[src/rtl/dma_chain_pkg.sv]
package dma_chain_pkg;
  localparam int LEN_W   = 13;
  localparam int BURST_W = 6;

  // command word field positions
  localparam int CMD_INC_SRC = 31;
  localparam int CMD_INC_DST = 30;
  localparam int CMD_PACE_S  = 29;
  localparam int CMD_PACE_T  = 28;
  localparam int CMD_IRQ_ST  = 22;
  localparam int CMD_IRQ_END = 21;

  typedef enum logic [2:0] {
    ST_IDLE, ST_FETCH, ST_LOAD, ST_WAIT, ST_RD, ST_WR, ST_END
  } chan_state_e;

  function automatic logic [2:0] width_bytes(input logic [1:0] code);
    case (code)
      2'd1:    return 3'd1;
      2'd2:    return 3'd2;
      default: return 3'd4;
    endcase
  endfunction

  function automatic logic [BURST_W-1:0] burst_bytes(input logic [1:0] code);
    case (code)
      2'd2:    return BURST_W'(16);
      2'd3:    return BURST_W'(32);
      default: return BURST_W'(8);
    endcase
  endfunction

  // bytes in the next burst: the burst length, or what is left if smaller
  function automatic logic [BURST_W-1:0] fit_len(input logic [LEN_W-1:0] left,
                                                 input logic [BURST_W-1:0] cap);
    return (left < LEN_W'(cap)) ? left[BURST_W-1:0] : cap;
  endfunction

  function automatic logic [31:0] step_addr(input logic [31:0] a, input logic inc,
                                            input logic [2:0] beat);
    return inc ? a + 32'(beat) : a;
  endfunction
endpackage

[src/rtl/dma_chain_count.sv]
module dma_chain_count
  import dma_chain_pkg::*;
(
  input  logic               clk,
  input  logic               rst_n,
  input  logic               load,
  input  logic [LEN_W-1:0]   load_len,
  input  logic               burst_go,
  input  logic [1:0]         burst_code,
  input  logic [1:0]         width_code,
  input  logic               beat_done,
  output logic [LEN_W-1:0]   rem_o,
  output logic [BURST_W-1:0] burst_left_o,
  output logic [2:0]         beat_o
);
  logic [2:0] wb;

  always_comb begin
    wb = width_bytes(width_code);
    beat_o = (BURST_W'(wb) > burst_left_o) ? burst_left_o[2:0] : wb;
  end

  always_ff @(posedge clk or negedge rst_n) begin
    if (!rst_n) begin
      rem_o <= '0;
      burst_left_o <= '0;
    end else begin
      if (load) rem_o <= load_len;
      else if (beat_done) rem_o <= rem_o - LEN_W'(beat_o);
      if (burst_go) burst_left_o <= fit_len(rem_o, burst_bytes(burst_code));
      else if (beat_done) burst_left_o <= burst_left_o - BURST_W'(beat_o);
    end
  end

  // a completed beat never moves more bytes than remain
  assert_beat_fits_R3: assert property (@(posedge clk) disable iff (!rst_n)
    beat_done |-> (LEN_W'(beat_o) <= rem_o) && (beat_o != 3'd0));
endmodule

[src/rtl/dma_chain_addr.sv]
module dma_chain_addr
  import dma_chain_pkg::*;
#(
  parameter int AW = 32
) (
  input  logic          clk,
  input  logic          rst_n,
  input  logic          src_load,
  input  logic          dst_load,
  input  logic [AW-1:0] load_val,
  input  logic          beat_done,
  input  logic [2:0]    beat,
  input  logic          inc_src,
  input  logic          inc_dst,
  output logic [AW-1:0] cur_src_o,
  output logic [AW-1:0] cur_dst_o
);
  always_ff @(posedge clk or negedge rst_n) begin
    if (!rst_n) begin
      cur_src_o <= '0;
      cur_dst_o <= '0;
    end else begin
      if (src_load) cur_src_o <= load_val;
      else if (beat_done) cur_src_o <= AW'(step_addr(32'(cur_src_o), inc_src, beat));
      if (dst_load) cur_dst_o <= load_val;
      else if (beat_done) cur_dst_o <= AW'(step_addr(32'(cur_dst_o), inc_dst, beat));
    end
  end

  // a non-stepping side keeps its address across a beat
  assert_src_fixed_R5: assert property (@(posedge clk) disable iff (!rst_n)
    (beat_done && !inc_src && !src_load) |=> $stable(cur_src_o));
  assert_dst_fixed_R5: assert property (@(posedge clk) disable iff (!rst_n)
    (beat_done && !inc_dst && !dst_load) |=> $stable(cur_dst_o));
endmodule

[src/rtl/dma_chain_engine.sv]
module dma_chain_engine
  import dma_chain_pkg::*;
#(
  parameter int AW = 32,
  parameter int DW = 32
) (
  input  logic          clk,
  input  logic          rst_n,
  input  logic          run_i,
  input  logic [AW-1:0] desc_addr_i,
  input  logic          periph_ready_i,
  output logic          mem_req_o,
  output logic          mem_we_o,
  output logic [AW-1:0] mem_addr_o,
  output logic [2:0]    mem_size_o,
  output logic [DW-1:0] mem_wdata_o,
  input  logic          mem_rsp_i,
  input  logic          mem_err_i,
  input  logic [DW-1:0] mem_rdata_i,
  output logic [AW-1:0] cur_src_o,
  output logic [AW-1:0] cur_dst_o,
  output logic          busy_o,
  output logic          evt_start_o,
  output logic          evt_end_o,
  output logic          evt_err_o
);
  localparam int IDX_W = 2;

  chan_state_e state;
  logic [AW-1:0]      desc_ptr, link_word;
  logic [31:0]        cmd_word;
  logic [IDX_W-1:0]   fidx;
  logic [DW-1:0]      data_q;
  logic [LEN_W-1:0]   rem;
  logic [BURST_W-1:0] burst_left;
  logic [2:0]         beat;

  // named internal events
  logic rsp_ok, rsp_err, fetch_ok, burst_go, beat_done, paced;
  assign rsp_ok    = mem_req_o && mem_rsp_i && !mem_err_i;
  assign rsp_err   = mem_req_o && mem_rsp_i && mem_err_i;
  assign fetch_ok  = (state == ST_FETCH) && rsp_ok;
  assign paced     = cmd_word[CMD_PACE_S] || cmd_word[CMD_PACE_T];
  assign burst_go  = (state == ST_WAIT) && (!paced || periph_ready_i);
  assign beat_done = (state == ST_WR) && rsp_ok;

  dma_chain_count u_count (
    .clk, .rst_n,
    .load(state == ST_LOAD), .load_len(cmd_word[LEN_W-1:0]),
    .burst_go, .burst_code(cmd_word[17:16]), .width_code(cmd_word[15:14]),
    .beat_done, .rem_o(rem), .burst_left_o(burst_left), .beat_o(beat)
  );

  dma_chain_addr #(.AW(AW)) u_addr (
    .clk, .rst_n,
    .src_load(fetch_ok && fidx == 2'd1), .dst_load(fetch_ok && fidx == 2'd2),
    .load_val(AW'(mem_rdata_i)), .beat_done, .beat,
    .inc_src(cmd_word[CMD_INC_SRC]), .inc_dst(cmd_word[CMD_INC_DST]),
    .cur_src_o, .cur_dst_o
  );

  always_ff @(posedge clk or negedge rst_n) begin
    if (!rst_n) begin
      state <= ST_IDLE;
      desc_ptr <= '0;
      link_word <= '0;
      cmd_word <= '0;
      fidx <= '0;
      data_q <= '0;
    end else begin
      unique case (state)
        ST_IDLE: if (run_i) begin
          desc_ptr <= {desc_addr_i[AW-1:4], 4'b0};
          fidx <= '0;
          state <= ST_FETCH;
        end
        ST_FETCH: if (rsp_err) state <= ST_IDLE;
        else if (rsp_ok) begin
          if (fidx == 2'd0) link_word <= AW'(mem_rdata_i);
          if (fidx == 2'd3) begin
            cmd_word <= 32'(mem_rdata_i);
            state <= ST_LOAD;
          end
          fidx <= fidx + 1'b1;
        end
        ST_LOAD: state <= (cmd_word[LEN_W-1:0] == '0) ? ST_END : ST_WAIT;
        ST_WAIT: if (burst_go) state <= ST_RD;
        ST_RD: if (rsp_err) state <= ST_IDLE;
        else if (rsp_ok) begin
          data_q <= mem_rdata_i;
          state <= ST_WR;
        end
        ST_WR: if (rsp_err) state <= ST_IDLE;
        else if (rsp_ok) begin
          if (rem == LEN_W'(beat)) state <= ST_END;
          else if (burst_left == BURST_W'(beat)) state <= ST_WAIT;
          else state <= ST_RD;
        end
        ST_END: if (link_word[0]) state <= ST_IDLE;
        else begin
          desc_ptr <= {link_word[AW-1:4], 4'b0};
          fidx <= '0;
          state <= ST_FETCH;
        end
        default: state <= ST_IDLE;
      endcase
    end
  end

  always_comb begin
    mem_req_o   = (state == ST_FETCH) || (state == ST_RD) || (state == ST_WR);
    mem_we_o    = (state == ST_WR);
    mem_wdata_o = data_q;
    mem_size_o  = (state == ST_FETCH) ? 3'd4 : beat;
    case (state)
      ST_FETCH: mem_addr_o = desc_ptr + AW'({fidx, 2'b00});
      ST_WR:    mem_addr_o = cur_dst_o;
      default:  mem_addr_o = cur_src_o;
    endcase
  end

  assign busy_o      = (state != ST_IDLE);
  assign evt_start_o = (state == ST_LOAD) && cmd_word[CMD_IRQ_ST];
  assign evt_end_o   = (state == ST_END) && cmd_word[CMD_IRQ_END];
  assign evt_err_o   = rsp_err;

  // a pending request holds still until answered
  assert_req_hold_R10: assert property (@(posedge clk) disable iff (!rst_n)
    (mem_req_o && !mem_rsp_i) |=> mem_req_o && $stable(mem_addr_o) &&
      $stable(mem_we_o) && $stable(mem_size_o) && $stable(mem_wdata_o));
  // an error response halts the channel
  assert_err_halts_R9: assert property (@(posedge clk) disable iff (!rst_n)
    evt_err_o |=> !busy_o && !mem_req_o);
  // a paced burst does not begin while the peripheral is not ready
  assert_pace_wait_R4: assert property (@(posedge clk) disable iff (!rst_n)
    ((state == ST_WAIT) && paced && !periph_ready_i) |=> (state == ST_WAIT));
  // start and end events never coincide
  assert_evt_excl_R7: assert property (@(posedge clk) disable iff (!rst_n)
    $onehot0({evt_start_o, evt_end_o, evt_err_o}));
  // a run pulse while busy does not move the descriptor pointer
  assert_run_busy_R1: assert property (@(posedge clk) disable iff (!rst_n)
    (run_i && busy_o && state != ST_END) |=> $stable(desc_ptr));
endmodule

[config.mk]
export PLATFORM = sky130hd
export DESIGN_NAME = dma_chain_engine
export DESIGN_NICKNAME = d
export VERILOG_FILES = /design/src/rtl/dma_chain_pkg.sv /design/src/rtl/dma_chain_count.sv /design/src/rtl/dma_chain_addr.sv /design/src/rtl/dma_chain_engine.sv
export SDC_FILE = /design/constraint.sdc
export NUM_CORES = 1
export LEC_CHECK = 0
export BUFFER_PORTS_ARGS = -buffer_cell sky130_fd_sc_hd__buf_4
export CAP_MARGIN = 10
export CELL_PAD_IN_SITES_DETAIL_PLACEMENT = 0
export CELL_PAD_IN_SITES_GLOBAL_PLACEMENT = 2
export CORE_MARGIN = 2
export CORE_UTILIZATION = 36
export CTS_CLUSTER_DIAMETER = 120
export CTS_CLUSTER_SIZE = 30
export DETAILED_ROUTE_END_ITERATION = 10
export PLACE_DENSITY = 0.91
export SLEW_MARGIN = 20
export SYNTH_ARGS = -nofsm -noshare
export SYNTH_HDL_FRONTEND = slang
export SYNTH_HIERARCHICAL = 1
export SYNTH_SLANG_ARGS = --single-unit
[constraint.sdc]
create_clock -name clk -period 4.3 [get_ports clk]
set_input_delay 0.86 -clock clk [delete_from_list [all_inputs] [get_ports clk]]
set_output_delay 0.86 -clock clk [all_outputs]
set_load 0.03 [all_outputs]
==> metrics.txt <==
total negative slack 0 ns; post-synthesis adder-cell area fraction 2.66%; Seq/Total Area, Yosys 44.1%; Crit. End Element register; mux contribution to synthesized area 15.5%; CP most frequent cell buf_4; post-CTS sizing 0; die height 182 microns; final setup fails 0; Max clock buf depth 2; crit path max fanout 9; CP required 4.58 ns; largest family of logic cells by synthesized area simple AND/OR/NAND/NOR gates; post-CTS setup buffer count 0; unrepaired setup endpoints after global routing false; post-synthesis simple-gate area fraction 17.0%; vias in the first global route 8990; switching part of the total 46.3%; Max VDD drop 0.428 mV; worst-margin pin slew 1.01 ns; synth warn 6; Ports 207; Worst Hold Class in -> async; status complete, no violations; IO buf count 202; gr usage total 21.1%; Flop pwr share 33.9%; Max Slew Vio Count 0; Synth Area in XOR/XNOR 6.10%; core region area 30800 sq um; Clock Latency Late Sink 0.44 ns; Slowest cell on crit path or2_2; Register Area 5010 sq um; largest net degree at the start of global routing 96; Setup WS pre-CTS 0.399 ns; slowest cell delay on critical path 0.46 ns; CTS sink cnt 200; ys async rst share 100%; share of cells above drive strength 1 30.7%; crit path kind reg -> reg; Die ar. 32900 sq um; Synth cell types 76; CP startpoint kind register; utilization after layout 45.0%; power per cell area 760 nW/um^2; fillers 2978; MaxCap Viol Count 0; DR WL/cell 20.0 microns; NetSw 4.88 mW; GPL Wtd Cong 0.899; Post-Syn Instances 1124; post-synth top area share 44.1%; crit path time final 3.97 ns; Clk pin slew, worst setup/hold paths 0.08 ns; Worst Setup SP cmd_word[14]; Yosys reg bits 200; Int Pwr 5.66 mW; Fin. Hold Viols 0; TritonCTS clock tree done; H-tree depth 4; Comb power frac 50.6%; Mapped Avg Cell Area 10.1 sq um; final critical-path share of the clock period 92.2%; number of remaining DRC errors 0; initial antenna violation count 2; First DRT Iteration DRCs 571; final WL 34300 microns; leakage 6.16 nW; Post-synth top cells dfrtp_1 (200), nand2_1 (142), mux2_2 (92); Setup WS post-layout 0.333 ns; top-count cell post-synth dfrtp_1; Hold-fix buffers, CTS 0; worst path bufs/invs 4; Syn Nets 1216; via count 9096; Relative slew margins 32.6%; area of the multi-input gates 5930 sq um; vias per cell 5.30; grt total ovfl 0; delay-heaviest family, CP simple AND/OR/NAND/NOR gates; antenna diode count 0; f_max 0.252 GHz; number of flops mapped to enable cells by yosys 0; Worst Skew 0.0138 ns; Initial Utilization 36.8%; first-pass GRT wire length 53800 microns; Cell Area, Synth 11300 sq um; Synth Area in Compound Gates 10.8%; Top FF cell, synth dfrtp_1; Synth area leaders dfrtp_1 (44%), mux2_2 (9.1%), mux2i_1 (5.8%); r2r startpoint cmd_word[14]; Clk pwr share 15.5%; Final HPWL DP 25000 microns; number of buffers created by CTS 17; Area Growth Syn to Fin 22.2%; Final #Nets 1399; worst path cell trace inv_1 -> ha_1 -> xor2_1 -> o22ai_1 -> a221o_1 -> nand2_1 -> nand2_1 -> o21ai_0 -> buf_4 -> ha_1 -> fa_1 -> a21oi_1 -> buf_4 -> or2_2 -> buf_4 -> nor3_1 -> xnor2_1 -> o21ai_1; Pre-Repair DR Iteration Count 5; CTS Root Cell clkbuf_16; FP Rows 64; Crit path arrival time 4.25 ns; die width 182 microns; antenna viol nets, final 0; top cell type by total area after synthesis dfrtp_1
-- routing by layer --
layer	vias up	share of wire, %	GRT usage [%]
met4	0	1.4	5.07
met3	22	4.6	3.79
met1	4496	47	28.9
met5	-	0	0
met2	234	47	34.5
li1	4344	-	-
-- stage by stage --
step	hold WS, ns	std cells	area [sq um]	power [mW]
floorplan	0.455	1124	11300	6.89
global placement	0.471	1684	13300	8.88
detailed placement	0.474	1684	13300	8.96
CTS	0.493	1716	13900	10.6
global route	0.504	1716	13900	11.2
finish	0.489	1716	13900	10.5
-- cells by family (layout without fill, tap and decap cells) --
kind of cell             count (synthesis)  count (layout)
AO/OA/AOI/OAI                          201             201
XOR/XNOR                                79              79
adder cells (fa/ha/maj)                 23              23
buffers and inverters                   89             285
flip-flops                             200             200
multiplexers                           163             163
AND/OR/NAND/NOR                        369             369
-- cell usage in the layout (no fill, tap or decap), types with 5 or more instances in the layout --
master and count:
nor4_2 15, o21ai_0 61, o211ai_1 5, mux2_2 92
nor2_1 71, nor3_2 8, mux2_1 5, clkbuf_16 17
nand4_1 14, o21ai_1 48, a21oi_1 43, buf_4 221
nand2_1 140, xor2_1 21, and3_1 8, dfrtp_1 199
inv_1 27, nor4_1 13, nor2b_1 5, mux2i_1 66
ha_1 20, nand3_1 24, nor3_1 22, and4_1 10
xnor2_1 58
-- final cells by class --
type | instances | area share, %
repair buffers | 225 | 12.5
clock buffers | 20 | 3.29
multi-input cells | 835 | 42.8
clock inverters | 12 | 0.939
well taps | 396 | 3.57
inverters | 28 | 0.758
flip-flops and latches | 200 | 36.1
-- registers in the layout (all words and copies together) (netlist names) --
| register | count |
|---|---|
| u_addr/cur_dst_o | 32 |
| desc_ptr | 28 |
| link_word | 29 |
| u_count/burst_left_o | 6 |
| u_count/rem_o | 13 |
| state | 3 |
| cmd_word | 23 |
| fidx | 2 |
| mem_wdata_o | 32 |
| u_addr/cur_src_o | 32 |
-- power by group through the flow --
stage	logic (mW)	registers, mW	clock network, mW
5_1_grt	5.75	3.71	1.76
3_5_place_dp	5.35	3.61	0
4_1_cts	5.37	3.58	1.68
6_report	5.33	3.57	1.64
3_3_place_gp	5.29	3.59	0
2_1_floorplan	2.86	4.03	0
-- final timing paths --
check                                  endpoint  slack, ns  depth (start not counted)
min in group clk                   link_word[0]       0.49                          1
max                        u_addr/cur_dst_o[24]       0.33                         18
max reg2reg                u_addr/cur_dst_o[24]       0.33                         18
min reg2reg                        link_word[0]       0.49                          1
min                              mem_wdata_o[9]       0.49                          1
max in group asynchronous      u_count/rem_o[8]       2.90                          2
No activity file was read; power rests on OpenSTA's default activity.
